==> config.mk <==
export PLATFORM = sky130hd
export DESIGN_NAME = burst_rd_asm
export DESIGN_NICKNAME = d
export VERILOG_FILES = /design/src/rtl/burst_rd_pkg.sv /design/src/rtl/half_packer.sv /design/src/rtl/beat_ctrl.sv /design/src/rtl/burst_rd_asm.sv
export SDC_FILE = /design/constraint.sdc
export NUM_CORES = 1
export LEC_CHECK = 0
export ABC_CLOCK_PERIOD_IN_PS = 4200
export BUFFER_PORTS_ARGS = -buffer_cell sky130_fd_sc_hd__buf_2
export CORE_MARGIN = 2
export CORE_UTILIZATION = 52
export CTS_BUF_LIST = sky130_fd_sc_hd__clkbuf_4 sky130_fd_sc_hd__clkbuf_8 sky130_fd_sc_hd__clkbuf_16
export DETAILED_ROUTE_END_ITERATION = 8
export GPL_TIMING_DRIVEN = 1
export PLACE_DENSITY = 0.89
export SLEW_MARGIN = 40
export SYNTH_ARGS = -nofsm -noshare
export SYNTH_HDL_FRONTEND = slang
export SYNTH_HIERARCHICAL = 1
export SYNTH_SLANG_ARGS = --single-unit
==> constraint.sdc <==
create_clock -name clk -period 4.2 [get_ports clk]
set_input_delay 1.26 -clock clk [delete_from_list [all_inputs] [get_ports clk]]
set_output_delay 1.26 -clock clk [all_outputs]
set_load 0.03 [all_outputs]
==> src/rtl/burst_rd_pkg.sv <==
package burst_rd_pkg;

  typedef enum logic [2:0] {
    CTI_CLASSIC = 3'd0,
    CTI_CONST   = 3'd1,
    CTI_INCR    = 3'd2,
    CTI_EOB     = 3'd7
  } cti_e;

  // A beat keeps the burst open only when tagged as incrementing.
  function automatic logic tag_continues(input logic [2:0] tag);
    return tag == CTI_INCR;
  endfunction

endpackage

==> src/rtl/half_packer.sv <==
module half_packer #(
  parameter int HALF_W = 16,
  localparam int WORD_W = 2 * HALF_W
) (
  input  logic              clk,
  input  logic              rst_n,
  input  logic              in_valid,
  input  logic [HALF_W-1:0] in_half,
  output logic              out_valid,
  output logic [WORD_W-1:0] out_word,
  output logic              second_half
);

  // First-received half lands in the low bits.
  function automatic logic [WORD_W-1:0] pack_halves(
    input logic [HALF_W-1:0] first,
    input logic [HALF_W-1:0] second
  );
    return {second, first};
  endfunction

  logic              phase_q;
  logic [HALF_W-1:0] low_q;

  assign second_half = in_valid && phase_q;

  always_ff @(posedge clk) begin
    if (!rst_n) begin
      phase_q   <= 1'b0;
      low_q     <= '0;
      out_valid <= 1'b0;
      out_word  <= '0;
    end else begin
      out_valid <= second_half;
      if (in_valid) begin
        phase_q <= ~phase_q;
        if (!phase_q) begin
          low_q <= in_half;
        end else begin
          out_word <= pack_halves(low_q, in_half);
        end
      end
    end
  end

endmodule

==> src/rtl/beat_ctrl.sv <==
module beat_ctrl
  import burst_rd_pkg::*;
#(
  parameter int WORD_W = 32,
  parameter int TAG_W  = 3
) (
  input  logic              clk,
  input  logic              rst_n,
  input  logic              cyc,
  input  logic              stb,
  input  logic              we,
  input  logic [TAG_W-1:0]  tag,
  input  logic              empty,
  input  logic [WORD_W-1:0] head,
  output logic              pop,
  output logic              ack,
  output logic [WORD_W-1:0] rdata,
  output logic              inc,
  output logic              read_go,
  output logic              write_go,
  output logic              held
);

  logic              ack_q;
  logic              inc_q;
  logic              hold_q;
  logic [WORD_W-1:0] dat_q;

  always_comb begin
    read_go  = cyc && stb && !we && !ack_q && !hold_q && !empty;
    write_go = cyc && stb &&  we && !ack_q;
  end

  assign pop   = read_go;
  assign ack   = ack_q;
  assign inc   = inc_q;
  assign rdata = dat_q;
  assign held  = hold_q;

  always_ff @(posedge clk) begin
    if (!rst_n) begin
      ack_q  <= 1'b0;
      inc_q  <= 1'b0;
      hold_q <= 1'b0;
      dat_q  <= '0;
    end else begin
      ack_q <= read_go || write_go;
      inc_q <= read_go;
      if (read_go) begin
        dat_q <= head;
      end
      if (!cyc) begin
        hold_q <= 1'b0;
      end else if (read_go && !tag_continues(3'(tag))) begin
        hold_q <= 1'b1;
      end
    end
  end

endmodule

==> src/rtl/burst_rd_asm.sv <==
module burst_rd_asm #(
  parameter int HALF_W = 16,
  parameter int TAG_W  = 3,
  localparam int WORD_W = 2 * HALF_W
) (
  input  logic              clk,
  input  logic              rst_n,
  input  logic              cap_valid,
  input  logic [HALF_W-1:0] cap_half,
  output logic              fifo_wr_en,
  output logic [WORD_W-1:0] fifo_wr_data,
  input  logic              bus_cyc,
  input  logic              bus_stb,
  input  logic              bus_we,
  input  logic [TAG_W-1:0]  bus_cti,
  output logic              bus_ack,
  output logic [WORD_W-1:0] bus_rdata,
  input  logic              fifo_empty,
  output logic              fifo_rd_en,
  input  logic [WORD_W-1:0] fifo_rd_data,
  output logic              ptr_inc
);

  // Internal events brought out for the checker.
  logic beat_accept;
  logic write_accept;
  logic hold_off;
  logic pair_done;

  half_packer #(.HALF_W(HALF_W)) u_pack (
    .clk         (clk),
    .rst_n       (rst_n),
    .in_valid    (cap_valid),
    .in_half     (cap_half),
    .out_valid   (fifo_wr_en),
    .out_word    (fifo_wr_data),
    .second_half (pair_done)
  );

  beat_ctrl #(.WORD_W(WORD_W), .TAG_W(TAG_W)) u_beat (
    .clk      (clk),
    .rst_n    (rst_n),
    .cyc      (bus_cyc),
    .stb      (bus_stb),
    .we       (bus_we),
    .tag      (bus_cti),
    .empty    (fifo_empty),
    .head     (fifo_rd_data),
    .pop      (fifo_rd_en),
    .ack      (bus_ack),
    .rdata    (bus_rdata),
    .inc      (ptr_inc),
    .read_go  (beat_accept),
    .write_go (write_accept),
    .held     (hold_off)
  );

endmodule

# Word level (Yosys, flattened, before mapping)
# Index checks and enable logic that the tools add are counted.
# totals
reg_bits,85
latchBits,0
ramBits,0
mem_bits_ro,0
inputBits,58
out_inout_bits,68
wordCells,28
n_memories,0
# classes
addsub,0
mul,0
n_div,0
order_cmp,0
n_eq_ne,1
shift,0
muxes,0
bitwise,1
n_reduce_logical,18
# ops
op,count
$logic_and A1 B1 Y1,9
$reduce_and A2 Y1,3
$logic_not A1 Y1,5
$eq A3 B2 Y1 const B,1
$logic_or A1 B1 Y1,1
$not A1 Y1,1

# Logic depth before layout (Yosys ltp)
# Gate-level depths: netlist of run 1.
# logic_depth
word_depth,6
depth_mapped,5
depth_no_buf,3

# Hierarchy
# Netlist of run 1, hierarchy kept.
# modules_own_cells
mod,n_inst,cells_each,area_per_inst_um2,seq_area_each_um2
half_packer,1,180,1894.3,1001.0
beat_ctrl,1,151,1453.9,700.7

# Worst setup path after synthesis of run 1
# Ideal clock, no wire load.
# synth_timing
path_kind,input port to output port
startpoint,in bus_we
endpoint,out fifo_rd_en
arrival_ps,1858
required_ps,2940
setup_slack_ps,1082
path_stages,3
n_path_buf,2
path_cell_list,nor4_4 buf_6 buf_12
# synth_via
elab_chain_len,5
# synth_lines
element,line_no,source
"start, declared",burst_rd_asm.sv:14,"input logic bus_we,"
$logic_not A1 Y1,beat_ctrl.sv:30,read_go = cyc && stb && !we && !ack_q && !hold_q && !empty;
$logic_and A1 B1 Y1 (4 in series),beat_ctrl.sv:30,
"end, declared",burst_rd_asm.sv:19,"output logic fifo_rd_en,"
# Every way passes these cells.

# Worst setup path after layout of run 1
# Ends and elaborated chain as after synthesis.

==> Flow_metrics.wiki, run 1 <==
{| class="wikitable"
! Metric !! Value
|-
| Status || completed
|-
| Post-CTS setup buffer count || 0
|-
| Proportion of layout cells with a drive suffix above 1 || 0.332
|-
| Tcrit/Tclk final || 0.748
|-
| Max-capacitance violation count || 0
|-
| First-pass GRT wire length || between 10,000 and 15,000 um
|-
| Biggest fanout along the worst timing path || 2
|-
| Number of violations reported at the end of detailed-routing iteration 0 || 67
|-
| Clock period minus worst slack || between 3 and 4 ns
|-
| CTS H-tree lvls || 3
|-
| Number of inserted diodes || 0
|-
| Number of nets with antenna violations after routing || 0
|-
| Finish-stage setup viols || 0
|-
| Die outline width || between 80 and 90 um
|-
| Maximum number of pins on one net before global-route repair || slightly below 70
|-
| Switching Fraction || 0.250
|-
| Port Buf Inserts || 125
|-
| Leakage component of the power || about 0.0019 uW
|-
| Post-CTS clock slew at the launch and capture registers of the worst setup and hold paths || approximately 0.09 ns
|-
| Longest individual stage delay on the worst path || between 0.2 and 0.3 ns
|-
| Setup tns final || 0 ns
|-
| Die outline area || 7080 um^2
|-
| Peak supply drop || ~0.22 mV
|-
| Worst-case clock skew || 0.00828 ns
|-
| Kind of end point of the critical path || output port
|-
| CTS tree || done
|-
| Cell area after synthesis || ~3300 um^2
|-
| Area growth from synthesis to layout || 21.6%
|-
| Initial Utilization || 0.532
|-
| Warnings from Yosys || 6
|-
| Post-detailed-route wirelength per cell || 12.3 um
|-
| Clock Sink Count || 85
|-
| Combined global-route utilization of all metal layers || 0.191
|-
| Mean instance size in the synthesized netlist || just over 10 um^2
|-
| Number of buffers created by CTS || 9
|-
| Path class of the lowest-slack min-delay path || reg2reg
|-
| Number of buffers and inverters on the critical path || 2
|-
| Total length of routed wires || about 6500 um
|-
| Crit Path Category || in2out
|-
| Most repeated library cell on the critical path || sky130_fd_sc_hd__buf_2
|-
| Number of hold-slack violations in the final timing report || 0
|-
| Relative contribution of combinational cells to total power || 0.104
|-
| Drc violations || 0
|-
| Arrival time at the worst endpoint || ~1.9 ns
|-
| Number of nets in the layout || ~500
|-
| Slowest stage cell, crit path || sky130_fd_sc_hd__nor4_4
|-
| Iteration count of the initial detailed-routing pass || 4
|-
| Sort of element at the start of the critical path || primary input
|-
| Maximum buffer depth of the clock tree || 2
|-
| Slew at the pin closest to its max-slew limit || 0.631 ns
|-
| Antenna violations before repair || 0
|-
| Total I/O pin count || between 100 and 150
|-
| Syn nets || approximately 390
|-
| Fmax achieved || 0.318 GHz
|-
| Placement row count || 29
|-
| RSZ-0062 raised after global routing || no
|-
| Crit-path cells || buf_2, nor4_4, buf_2
|-
| Core Box Area || 6280 um^2
|-
| CTS Root Buffer Type || sky130_fd_sc_hd__clkbuf_8
|-
| Critical path's top delay family || buffers and inverters
|-
| Net switching power || approximately 400 uW
|-
| Placer Congestion || 0.743
|-
| Worst skew pair latency || 0.33 ns
|-
| Data required time of the critical path || between 2 and 3 ns
|-
| Sequential share of power || 0.535
|-
| Share of total power in the clock network || 0.361
|-
| Cells resized by post-CTS repair || 0
|-
| Post-cts hold buffer count || 0
|-
| Congestion Overflow GR || 0
|-
| Power Dens Cells || 388 nW/um^2
|-
| DP HPWL || about 4600 um
|-
| Worst Hold Margin || 0.454 ns
|-
| Vias in the first global route || roughly 2,600
|-
| Die Y-Extent || roughly 84 um
|-
| Power Internal || about 1200 uW
|-
| Avg Vias per Cell || slightly below 5
|-
| Max-slew headroom || 0.579
|-
| Cells after synthesis || between 300 and 400
|-
| Via total after detailed routing || ~2,500
|-
| Slew Viols, Final || 0
|}
-- per-layer routing --
layer  GRT usage  part of all wire  wire length [um]  vias to the layer above
li1            -                 -                 -                     1299
met1       0.216              0.43              2760                     1143
met2       0.331              0.47              3080                       94
met3      0.0757             0.097               630                        2
met4      0.0572            0.0023                15                        0
met5           0                 0                 0                        -
-- per-stage QoR --
step	instances	setup WS, ns	instance area, um^2	util	power, uW
6_report	526	1.06	4060	0.647	1580
5_1_grt	526	1.03	4060	0.647	1650
4_1_cts	526	1.05	4060	0.647	1600
3_5_place_dp	510	1.05	3860	0.615	1030
3_3_place_gp	510	1.07	3860	0.615	1020
2_1_floorplan	330	1.08	3340	-	983
-- worst paths after layout --
| check | slack, ns | to | depth (start not counted) | start |
|---|---|---|---|---|
| worst max register to register | 2.68 | u_beat/rdata[0] | 4 | u_beat/ack |
| worst max-delay path | 1.06 | fifo_rd_en | 3 | bus_we |
| worst min register to register | 0.45 | u_beat/rdata[21] | 2 | u_beat/rdata[21] |
| worst min-delay path | 0.45 | u_beat/rdata[21] | 2 | u_beat/rdata[21] |
-- cells in the final DEF, fill, tap and decap left out, types with 2 or more instances in the layout --
cell                         count
sky130_fd_sc_hd__inv_6           2
sky130_fd_sc_hd__dfxtp_1        85
sky130_fd_sc_hd__nand2_1       128
sky130_fd_sc_hd__mux2i_1        80
sky130_fd_sc_hd__clkinvlp_4      3
sky130_fd_sc_hd__clkbuf_8        9
sky130_fd_sc_hd__buf_4           2
sky130_fd_sc_hd__buf_2         124
-- worst min-delay path: stages (launching register included) --
cell and delay [ns]:
sky130_fd_sc_hd__dfxtp_1 0.31, sky130_fd_sc_hd__nand2_1 0.05, sky130_fd_sc_hd__mux2i_1 0.05
-- cell type report --
class | instances | area, um^2
inverters | 1 | 3.75
clock buffers | 10 | 131
fillers | 509 | 2220
clock inverters | 6 | 70.1
repair buffers | 127 | 656
multi-input cells | 220 | 1400
well taps | 77 | 96.3
flip-flops and latches | 85 | 1700
-- registers in the layout, summed over array words and instances (netlist names) --
signal	flops
u_pack/out_valid	1
u_beat/inc	1
u_beat/rdata	32
u_pack/low_q	16
u_pack/phase_q	1
u_beat/ack	1
u_pack/out_word	32
u_beat/held	1
-- power by group through the flow --
stage | sequential [uW] | combinational [uW] | clock (uW)
finish | 843 | 164 | 569
global placement | 860 | 161 | 0
floorplan | 891 | 92.0 | 0
detailed placement | 862 | 165 | 0
global route | 846 | 180 | 622
CTS | 843 | 166 | 589
(Power assumes the default switching activity.)
==> run 2, diff against run 1 <==
--- a/config.mk
+++ b/config.mk
@@ -5,14 +5,14 @@
 export SDC_FILE = /design/constraint.sdc
 export NUM_CORES = 1
 export LEC_CHECK = 0
-export ABC_CLOCK_PERIOD_IN_PS = 4200
+export ABC_CLOCK_PERIOD_IN_PS = 2900
 export BUFFER_PORTS_ARGS = -buffer_cell sky130_fd_sc_hd__buf_2
 export CORE_MARGIN = 2
-export CORE_UTILIZATION = 52
+export CORE_UTILIZATION = 49
 export CTS_BUF_LIST = sky130_fd_sc_hd__clkbuf_4 sky130_fd_sc_hd__clkbuf_8 sky130_fd_sc_hd__clkbuf_16
 export DETAILED_ROUTE_END_ITERATION = 8
 export GPL_TIMING_DRIVEN = 1
-export PLACE_DENSITY = 0.89
+export PLACE_DENSITY = 0.85
 export SLEW_MARGIN = 40
 export SYNTH_ARGS = -nofsm -noshare
 export SYNTH_HDL_FRONTEND = slang
==> constraint.sdc (replaced) <==
create_clock -name clk -period 2.9 [get_ports clk]
set_input_delay 0.87 -clock clk [delete_from_list [all_inputs] [get_ports clk]]
set_output_delay 0.87 -clock clk [all_outputs]
set_load 0.03 [all_outputs]
==> run 2 against run 1 <==
  * Routed wire length up 0.83%
  * Cell count up 0.95%
  * Non-clock buffer count up 2
  * Clock power up 49%
  * Clock-buffer cell count unchanged
  * Flip-flop and latch count unchanged
  * Critical path type unchanged
  * Final area up 0.52%
==> Flow_metrics.wiki, run 2 (synthesis results as in run 1) <==
{| class="wikitable"
! Metric !! Value
|-
| Status || completed (unchanged)
|-
| Setup slack at placement || 0.531 ns (was 1.05 ns)
|-
| Die outline area || 7490 um^2 (was 7080 um^2)
|-
| Number of nets in the layout || 504 (was 502)
|-
| Die Y-Extent || 86.6 um (was 84.2 um)
|-
| Number of nets with antenna violations after routing || 0 (unchanged)
|-
| Tcrit/Tclk final || 0.817
|-
| Slowest stage cell, crit path || sky130_fd_sc_hd__nor4_4 (unchanged)
|-
| Core Box Area || 6680 um^2 (was 6280 um^2)
|-
| Net switching power || 583 uW (was 394 uW)
|-
| Peak supply drop || 0.352 mV (was 0.222 mV)
|-
| Path class of the lowest-slack min-delay path || reg2reg (unchanged)
|-
| Combined global-route utilization of all metal layers || 0.173 (was 0.191)
|-
| Congestion Overflow GR || 0 (unchanged)
|-
| Slew Viols, Final || 0 (unchanged)
|-
| Total length of routed wires || 6540 um (was 6490 um)
|-
| Placer Congestion || 0.739 (was 0.743)
|-
| Area after DPL || 3880 um^2 (was 3860 um^2)
|-
| Biggest fanout along the worst timing path || 2 (unchanged)
|-
| Vias in the first global route || 2,440 (was 2,557)
|-
| Relative contribution of combinational cells to total power || 0.105 (was 0.104)
|-
| Placed cell count || 515 (was 510)
|-
| Port Buf Inserts || 125 (unchanged)
|-
| Post-CTS clock slew at the launch and capture registers of the worst setup and hold paths || 0.08 ns (was 0.09 ns)
|-
| DP HPWL || 4620 um (was 4640 um)
|-
| CTS H-tree lvls || 3 (unchanged)
|-
| Setup slack after layout || 0.532 ns (was 1.06 ns)
|-
| Fmax achieved || approximately 0.42 GHz
|-
| Slew at the pin closest to its max-slew limit || 0.579 ns (was 0.631 ns)
|-
| Number of buffers created by CTS || 9 (unchanged)
|-
| Kind of end point of the critical path || output port (unchanged)
|-
| Worst Hold Margin || 0.456 ns (was 0.454 ns)
|-
| Number of hold-slack violations in the final timing report || 0 (unchanged)
|-
| Sort of element at the start of the critical path || primary input (unchanged)
|-
| Share of total power in the clock network || 0.367 (was 0.361)
|-
| Power Dens Cells || 566 nW/um^2 (was 388 nW/um^2)
|-
| Data required time of the critical path || 2.03 ns (was 2.94 ns)
|-
| Area of all placed cells without fillers || 4080 um^2 (was 4060 um^2)
|-
| Number of inserted diodes || 0 (unchanged)
|-
| Crit Path Category || in2out (unchanged)
|-
| First-pass GRT wire length || 10,300 um (was 11,100 um)
|-
| Most common library cell in the layout ignoring fill and taps || sky130_fd_sc_hd__nand2_1 (unchanged)
|-
| Number of buffers and inverters on the critical path || 2 (unchanged)
|-
| RSZ-0062 raised after global routing || no (unchanged)
|-
| Post-detailed-route wirelength per cell || 12.3 um (about the same)
|-
| Iteration count of the initial detailed-routing pass || 4 (unchanged)
|-
| Total I/O pin count || 126 (unchanged)
|-
| Area growth from synthesis to layout || 22.2% (was 21.6%)
|-
| Setup tns final || 0 ns (unchanged)
|-
| FF-to-FF path depth || 4 (unchanged)
|-
| Most repeated library cell on the critical path || sky130_fd_sc_hd__buf_2 (unchanged)
|-
| Longest individual stage delay on the worst path || 0.27 ns (was 0.26 ns)
|-
| Proportion of layout cells with a drive suffix above 1 || 0.333 (was 0.332)
|-
| Via total after detailed routing || 2,581 (was 2,538)
|-
| Post-Layout Cell Count || 531 (was 526)
|-
| CTS tree || done (unchanged)
|-
| Hold-critical path depth || 2 (unchanged)
|-
| Worst-case clock skew || 0.00795 ns (was 0.00828 ns)
|-
| Die outline width || 86.6 um (was 84.2 um)
|-
| Clock Sink Count || 85 (unchanged)
|-
| Avg Vias per Cell || 4.86 (was 4.83)
|-
| Worst skew pair latency || 0.34 ns (was 0.33 ns)
|-
| Number of violations reported at the end of detailed-routing iteration 0 || 42 (was 67)
|-
| CTS Root Buffer Type || sky130_fd_sc_hd__clkbuf_8 (unchanged)
|-
| Highest-count cells in the layout ignoring fill and taps || sky130_fd_sc_hd__nand2_1, sky130_fd_sc_hd__buf_2, sky130_fd_sc_hd__dfxtp_1, sky130_fd_sc_hd__mux2i_1, sky130_fd_sc_hd__clkbuf_8 (unchanged)
|-
| Finish-stage setup viols || 0 (unchanged)
|-
| Maximum number of pins on one net before global-route repair || 69 (unchanged)
|-
| Critical path's top delay family || buffers and inverters (unchanged)
|-
| Maximum buffer depth of the clock tree || 2 (unchanged)
|-
| Post-CTS setup buffer count || 0 (unchanged)
|-
| Switching Fraction || 0.252 (was 0.250)
|-
| Placement row count || 30 (was 29)
|-
| Sequential share of power || 0.528 (was 0.535)
|-
| Clock period minus worst slack || 2.37 ns
|-
| Cells resized by post-CTS repair || 0 (unchanged)
|-
| Max-capacitance violation count || 0 (unchanged)
|-
| Crit-path cells || buf_2, nor4_4, buf_2 (unchanged)
|-
| Initial Utilization || 0.500 (was 0.532)
|-
| Power Internal || 1730 uW (was 1180 uW)
|-
| Arrival time at the worst endpoint || 1.50 ns (was 1.88 ns)
|-
| Post-cts hold buffer count || 0 (unchanged)
|-
| Fillcell total || 570 (was 509)
|-
| Instance count on the critical path || 3 (unchanged)
|-
| Drc violations || 0 (unchanged)
|-
| Leakage component of the power || 0.00192 uW (was 0.00190 uW)
|-
| Max-slew headroom || 0.614 (was 0.579)
|-
| Antenna violations before repair || 0 (unchanged)
|}
==> run 2: tightest hold or removal path, cell delays in order (launching register included) <==
cell	delay (ns)
sky130_fd_sc_hd__dfxtp_1	0.31
sky130_fd_sc_hd__nand2_1	0.05
sky130_fd_sc_hd__mux2i_1	0.05
==> run 2: stage by stage <==
stage                     total power (uW)   util
final                                 2310  0.611
after global routing                  2410  0.611
after CTS                             2340  0.611
after detailed placement              1490  0.580
after global placement                1480  0.580
after floorplan                       1420      -
==> run 2: area by class of cell <==
type	instances	area, um^2	area share
clock buffer	10	138	0.0337
clock inverter	6	68.8	0.0169
inverter	1	3.75	0.000919
multi-input combinational	220	1400	0.343
sequential	85	1700	0.417
tap	80	100	0.0245
timing repair buffer	129	671	0.164
==> run 2: layer usage <==
metal | GRT usage | vias to the layer above | wire length, um
met5 | 0 | - | 0
met1 | 0.195 | 1168 | 2870
met4 | 0.0597 | 0 | 35
li1 | - | 1312 | -
met2 | 0.296 | 97 | 3070
met3 | 0.0686 | 4 | 565
==> run 2: path summary, 6_finish.rpt <==
path,startpoint,endpoint,slack [ns]
worst max-delay path,bus_we,fifo_rd_en,0.53
worst min-delay path,u_beat/rdata[4],u_beat/rdata[4],0.46
worst max register to register,u_beat/ack,u_beat/rdata[30],1.37
worst min register to register,u_beat/rdata[4],u_beat/rdata[4],0.46
==> run 2: power groups by stage <==
stage,Combinational (uW),Clock (uW),Sequential (uW)
detailed placement,244,0,1250
global route,262,922,1220
floorplan,133,0,1290
finish,242,849,1220
CTS,244,878,1220
global placement,237,0,1250
==> run 3, diff against run 2 <==
--- a/config.mk
+++ b/config.mk
@@ -5,14 +5,15 @@
 export SDC_FILE = /design/constraint.sdc
 export NUM_CORES = 1
 export LEC_CHECK = 0
-export ABC_CLOCK_PERIOD_IN_PS = 2900
+export ABC_AREA = 1
+export ABC_CLOCK_PERIOD_IN_PS = 2200
 export BUFFER_PORTS_ARGS = -buffer_cell sky130_fd_sc_hd__buf_2
 export CORE_MARGIN = 2
 export CORE_UTILIZATION = 49
 export CTS_BUF_LIST = sky130_fd_sc_hd__clkbuf_4 sky130_fd_sc_hd__clkbuf_8 sky130_fd_sc_hd__clkbuf_16
 export DETAILED_ROUTE_END_ITERATION = 8
 export GPL_TIMING_DRIVEN = 1
-export PLACE_DENSITY = 0.85
+export PLACE_DENSITY = 0.84
 export SLEW_MARGIN = 40
 export SYNTH_ARGS = -nofsm -noshare
 export SYNTH_HDL_FRONTEND = slang
==> constraint.sdc (replaced) <==
create_clock -name clk -period 2.2 [get_ports clk]
set_input_delay 0.66 -clock clk [delete_from_list [all_inputs] [get_ports clk]]
set_output_delay 0.66 -clock clk [all_outputs]
set_load 0.03 [all_outputs]
==> run 3 against run 2 <==
  * Clock-buffer cell count rose by 2
  * First-iteration DRC count rose by 130%
  * Clock power rose by 26%
  * Sequential power rose by 34%
  * Power rose by 34%
  * Routed wire length rose by 14%
  * Synthesized cell count rose by 45%
  * Highest routed layer unchanged
  * Critical path depth rose by 2
  * Largest cell class unchanged
  * Global-route usage rose by 2.7 points
  * Utilization rose by 0.62 points
  * Flip-flop and latch count did not move
  * Register-to-register slack got worse by 0.60 ns
==> Flow_metrics.wiki, run 3 <==
{| class="wikitable"
! Metric !! Value
|-
| Setup slack at placement || 0.297 ns (was 0.531 ns)
|-
| Post-cts hold buffer count || 0 (unchanged)
|-
| First-pass GRT wire length || 12,200 um (was 10,300 um)
|-
| Post-detailed-route wirelength per cell || 11.0 um (was 12.3 um)
|-
| Cells resized by post-CTS repair || 0 (unchanged)
|-
| Combined global-route utilization of all metal layers || 0.200 (was 0.173)
|-
| Data required time of the critical path || 1.54 ns (was 2.03 ns)
|-
| Warnings from Yosys || 6 (unchanged)
|-
| Slowest stage cell, crit path || sky130_fd_sc_hd__buf_2 (was sky130_fd_sc_hd__nor4_4)
|-
| Kind of end point of the critical path || output port (unchanged)
|-
| Total I/O pin count || 126 (unchanged)
|-
| RSZ-0062 raised after global routing || no (unchanged)
|-
| Maximum number of pins on one net before global-route repair || 67 (was 69)
|-
| Slew at the pin closest to its max-slew limit || 0.582 ns (was 0.579 ns)
|-
| Most repeated library cell on the critical path || sky130_fd_sc_hd__buf_2 (unchanged)
|-
| Post-CTS clock slew at the launch and capture registers of the worst setup and hold paths || 0.08 ns (about the same)
|-
| Finish-stage setup viols || 0 (unchanged)
|-
| Path class of the lowest-slack min-delay path || reg2reg (unchanged)
|-
| Avg Vias per Cell || 4.70 (was 4.86)
|-
| Die outline width || 87.1 um (was 86.6 um)
|-
| Area occupied by multi-input gates || 1280 um^2 (was 1400 um^2)
|-
| Congestion Overflow GR || 0 (unchanged)
|-
| Final Power || 3100 uW (was 2310 uW)
|-
| Footprint of the flip-flops and latches || 1700 um^2 (unchanged)
|-
| Topmost layer with routed signal wires || met4 (unchanged)
|-
| Tcrit/Tclk final || 0.861
|-
| Worst Hold Margin || 0.449 ns (was 0.456 ns)
|-
| Setup slack after layout || 0.306 ns (was 0.532 ns)
|-
| Number of violations reported at the end of detailed-routing iteration 0 || 98 (was 42)
|-
| Core Box Area || 6760 um^2 (was 6680 um^2)
|-
| Die outline area || 7590 um^2 (was 7490 um^2)
|-
| Drc violations || 0 (unchanged)
|-
| Placer Congestion || 0.780 (was 0.739)
|-
| Setup tns final || 0 ns (unchanged)
|-
| Clock Sink Count || 85 (unchanged)
|-
| Proportion of layout cells with a drive suffix above 1 || 0.274 (was 0.333)
|-
| Number of buffers created by CTS || 9 (unchanged)
|-
| Syn nets || 536 (was 388)
|-
| Number of hold-slack violations in the final timing report || 0 (unchanged)
|-
| Total length of routed wires || 7480 um (was 6540 um)
|-
| Number of nets in the layout || 651 (was 504)
|-
| Number of buffers and inverters on the critical path || 3 (was 2)
|-
| CTS Root Buffer Type || sky130_fd_sc_hd__clkbuf_8 (unchanged)
|-
| Highest-count cells in the layout ignoring fill and taps || sky130_fd_sc_hd__nand2_1, sky130_fd_sc_hd__buf_2, sky130_fd_sc_hd__nor2_1, sky130_fd_sc_hd__dfxtp_1, sky130_fd_sc_hd__inv_1 (was sky130_fd_sc_hd__nand2_1, sky130_fd_sc_hd__buf_2, sky130_fd_sc_hd__dfxtp_1, sky130_fd_sc_hd__mux2i_1, sky130_fd_sc_hd__clkbuf_8)
|-
| Most common library cell in the layout ignoring fill and taps || sky130_fd_sc_hd__nand2_1 (unchanged)
|-
| Iteration count of the initial detailed-routing pass || 4 (unchanged)
|-
| Max-slew headroom || 0.612 (was 0.614)
|-
| CTS tree || done (unchanged)
|-
| Crit-path cells || buf_2, nor2_1, nand3_2, inv_1, buf_2 (was buf_2, nor4_4, buf_2)
|-
| Die Y-Extent || 87.1 um (was 86.6 um)
|-
| Number of nets with antenna violations after routing || 0 (unchanged)
|-
| Clock period minus worst slack || 1.89 ns
|-
| Routed length on met3 || 597 um (was 565 um)
|-
| Crit Path Category || in2out (unchanged)
|-
| Worst skew pair latency || 0.34 ns (about the same)
|-
| Fmax achieved || between 0.5 and 0.6 GHz
|-
| Biggest fanout along the worst timing path || 3 (was 2)
|-
| Sort of element at the start of the critical path || primary input (unchanged)
|-
| Initial Utilization || 0.501 (was 0.500)
|-
| Placement row count || 30 (unchanged)
|-
| Via total after detailed routing || 3,185 (was 2,581)
|-
| Slew Viols, Final || 0 (unchanged)
|-
| Cell area after synthesis || 3390 um^2 (was 3340 um^2)
|-
| Mean instance size in the synthesized netlist || 7.09 um^2 (was 10.1 um^2)
|-
| Status || completed (unchanged)
|-
| Worst-case clock skew || 0.00555 ns (was 0.00795 ns)
|-
| CTS H-tree lvls || 3 (unchanged)
|-
| Longest individual stage delay on the worst path || 0.19 ns (was 0.27 ns)
|-
| Fillcell total || 596 (was 570)
|-
| Number of inserted diodes || 0 (unchanged)
|-
| Cells after synthesis || 478 (was 330)
|-
| Vias in the first global route || 2,936 (was 2,440)
|-
| DP HPWL || 5430 um (was 4620 um)
|-
| Peak supply drop || 0.418 mV (was 0.352 mV)
|-
| Leakage component of the power || 0.00249 uW (was 0.00192 uW)
|-
| Arrival time at the worst endpoint || 1.23 ns (was 1.50 ns)
|-
| WL met2 || 3480 um (was 3070 um)
|-
| Post-CTS setup buffer count || 0 (unchanged)
|-
| Maximum buffer depth of the clock tree || 2 (unchanged)
|-
| Area growth from synthesis to layout || 23.1% (was 22.2%)
|-
| Antenna violations before repair || 0 (unchanged)
|-
| Critical path's top delay family || buffers and inverters (unchanged)
|-
| Max-capacitance violation count || 0 (unchanged)
|-
| Port Buf Inserts || 125 (unchanged)
|-
| Power Dens Cells || 743 nW/um^2 (was 566 nW/um^2)
|-
| Wl on met1 || 3320 um (was 2870 um)
|}
==> run 3: cell count changes in the layout (fill, tap and decap cells not counted), moves of 3 or more <==
cell                       before  now
sky130_fd_sc_hd__a21oi_1        0    3
sky130_fd_sc_hd__clkbuf_4       0    3
sky130_fd_sc_hd__inv_1          1   54
sky130_fd_sc_hd__inv_2          0    4
sky130_fd_sc_hd__mux2i_1       80    0
sky130_fd_sc_hd__nand2_1      128  140
sky130_fd_sc_hd__nand2_2        0    9
sky130_fd_sc_hd__nand3_1        0   49
sky130_fd_sc_hd__nor2_1         1  102
==> run 3: through the flow <==
step / std cells / util / instance area, um^2
after CTS: 678 / 0.617 / 4170
after floorplan: 478 / - / 3390
after global routing: 678 / 0.617 / 4170
final: 678 / 0.617 / 4170
after detailed placement: 662 / 0.588 / 3980
after global placement: 662 / 0.588 / 3980
==> run 3: tightest hold or removal path, cell delays in order, from the launching register on <==
cell	delay, ns
sky130_fd_sc_hd__dfxtp_1	0.31
sky130_fd_sc_hd__nand2_1	0.06
sky130_fd_sc_hd__nand2_1	0.04
==> run 3: metal layers <==
layer	track usage	vias up
li1	-	1645
met1	0.239	1398
met2	0.352	132
met3	0.0398	10
met4	0.0769	0
met5	0	-
==> run 3: final timing paths <==
kind	start	cells after the start	slack, ns	end
min	u_pack/low_q[10]	2	0.45	u_pack/out_word[10]
max	bus_we	5	0.31	fifo_rd_en
min reg2reg	u_pack/low_q[10]	2	0.45	u_pack/out_word[10]
max reg2reg	u_beat/ack	6	0.77	u_beat/rdata[21]
==> run 3: cell type report <==
type / instances / share of cell area
Inverter: 58 / 0.0522
Timing Repair Buffer: 131 / 0.161
Clock inverter: 4 / 0.0117
Clock buffer: 12 / 0.0351
Sequential cell: 85 / 0.408
Tap cell: 80 / 0.0240
Multi-Input combinational cell: 308 / 0.308
==> run 3: where the power goes <==
part	internal [uW]	switching [uW]
Sequential	1610	35.0
Clock	562	510
Combinational	129	258
Total	2300	803
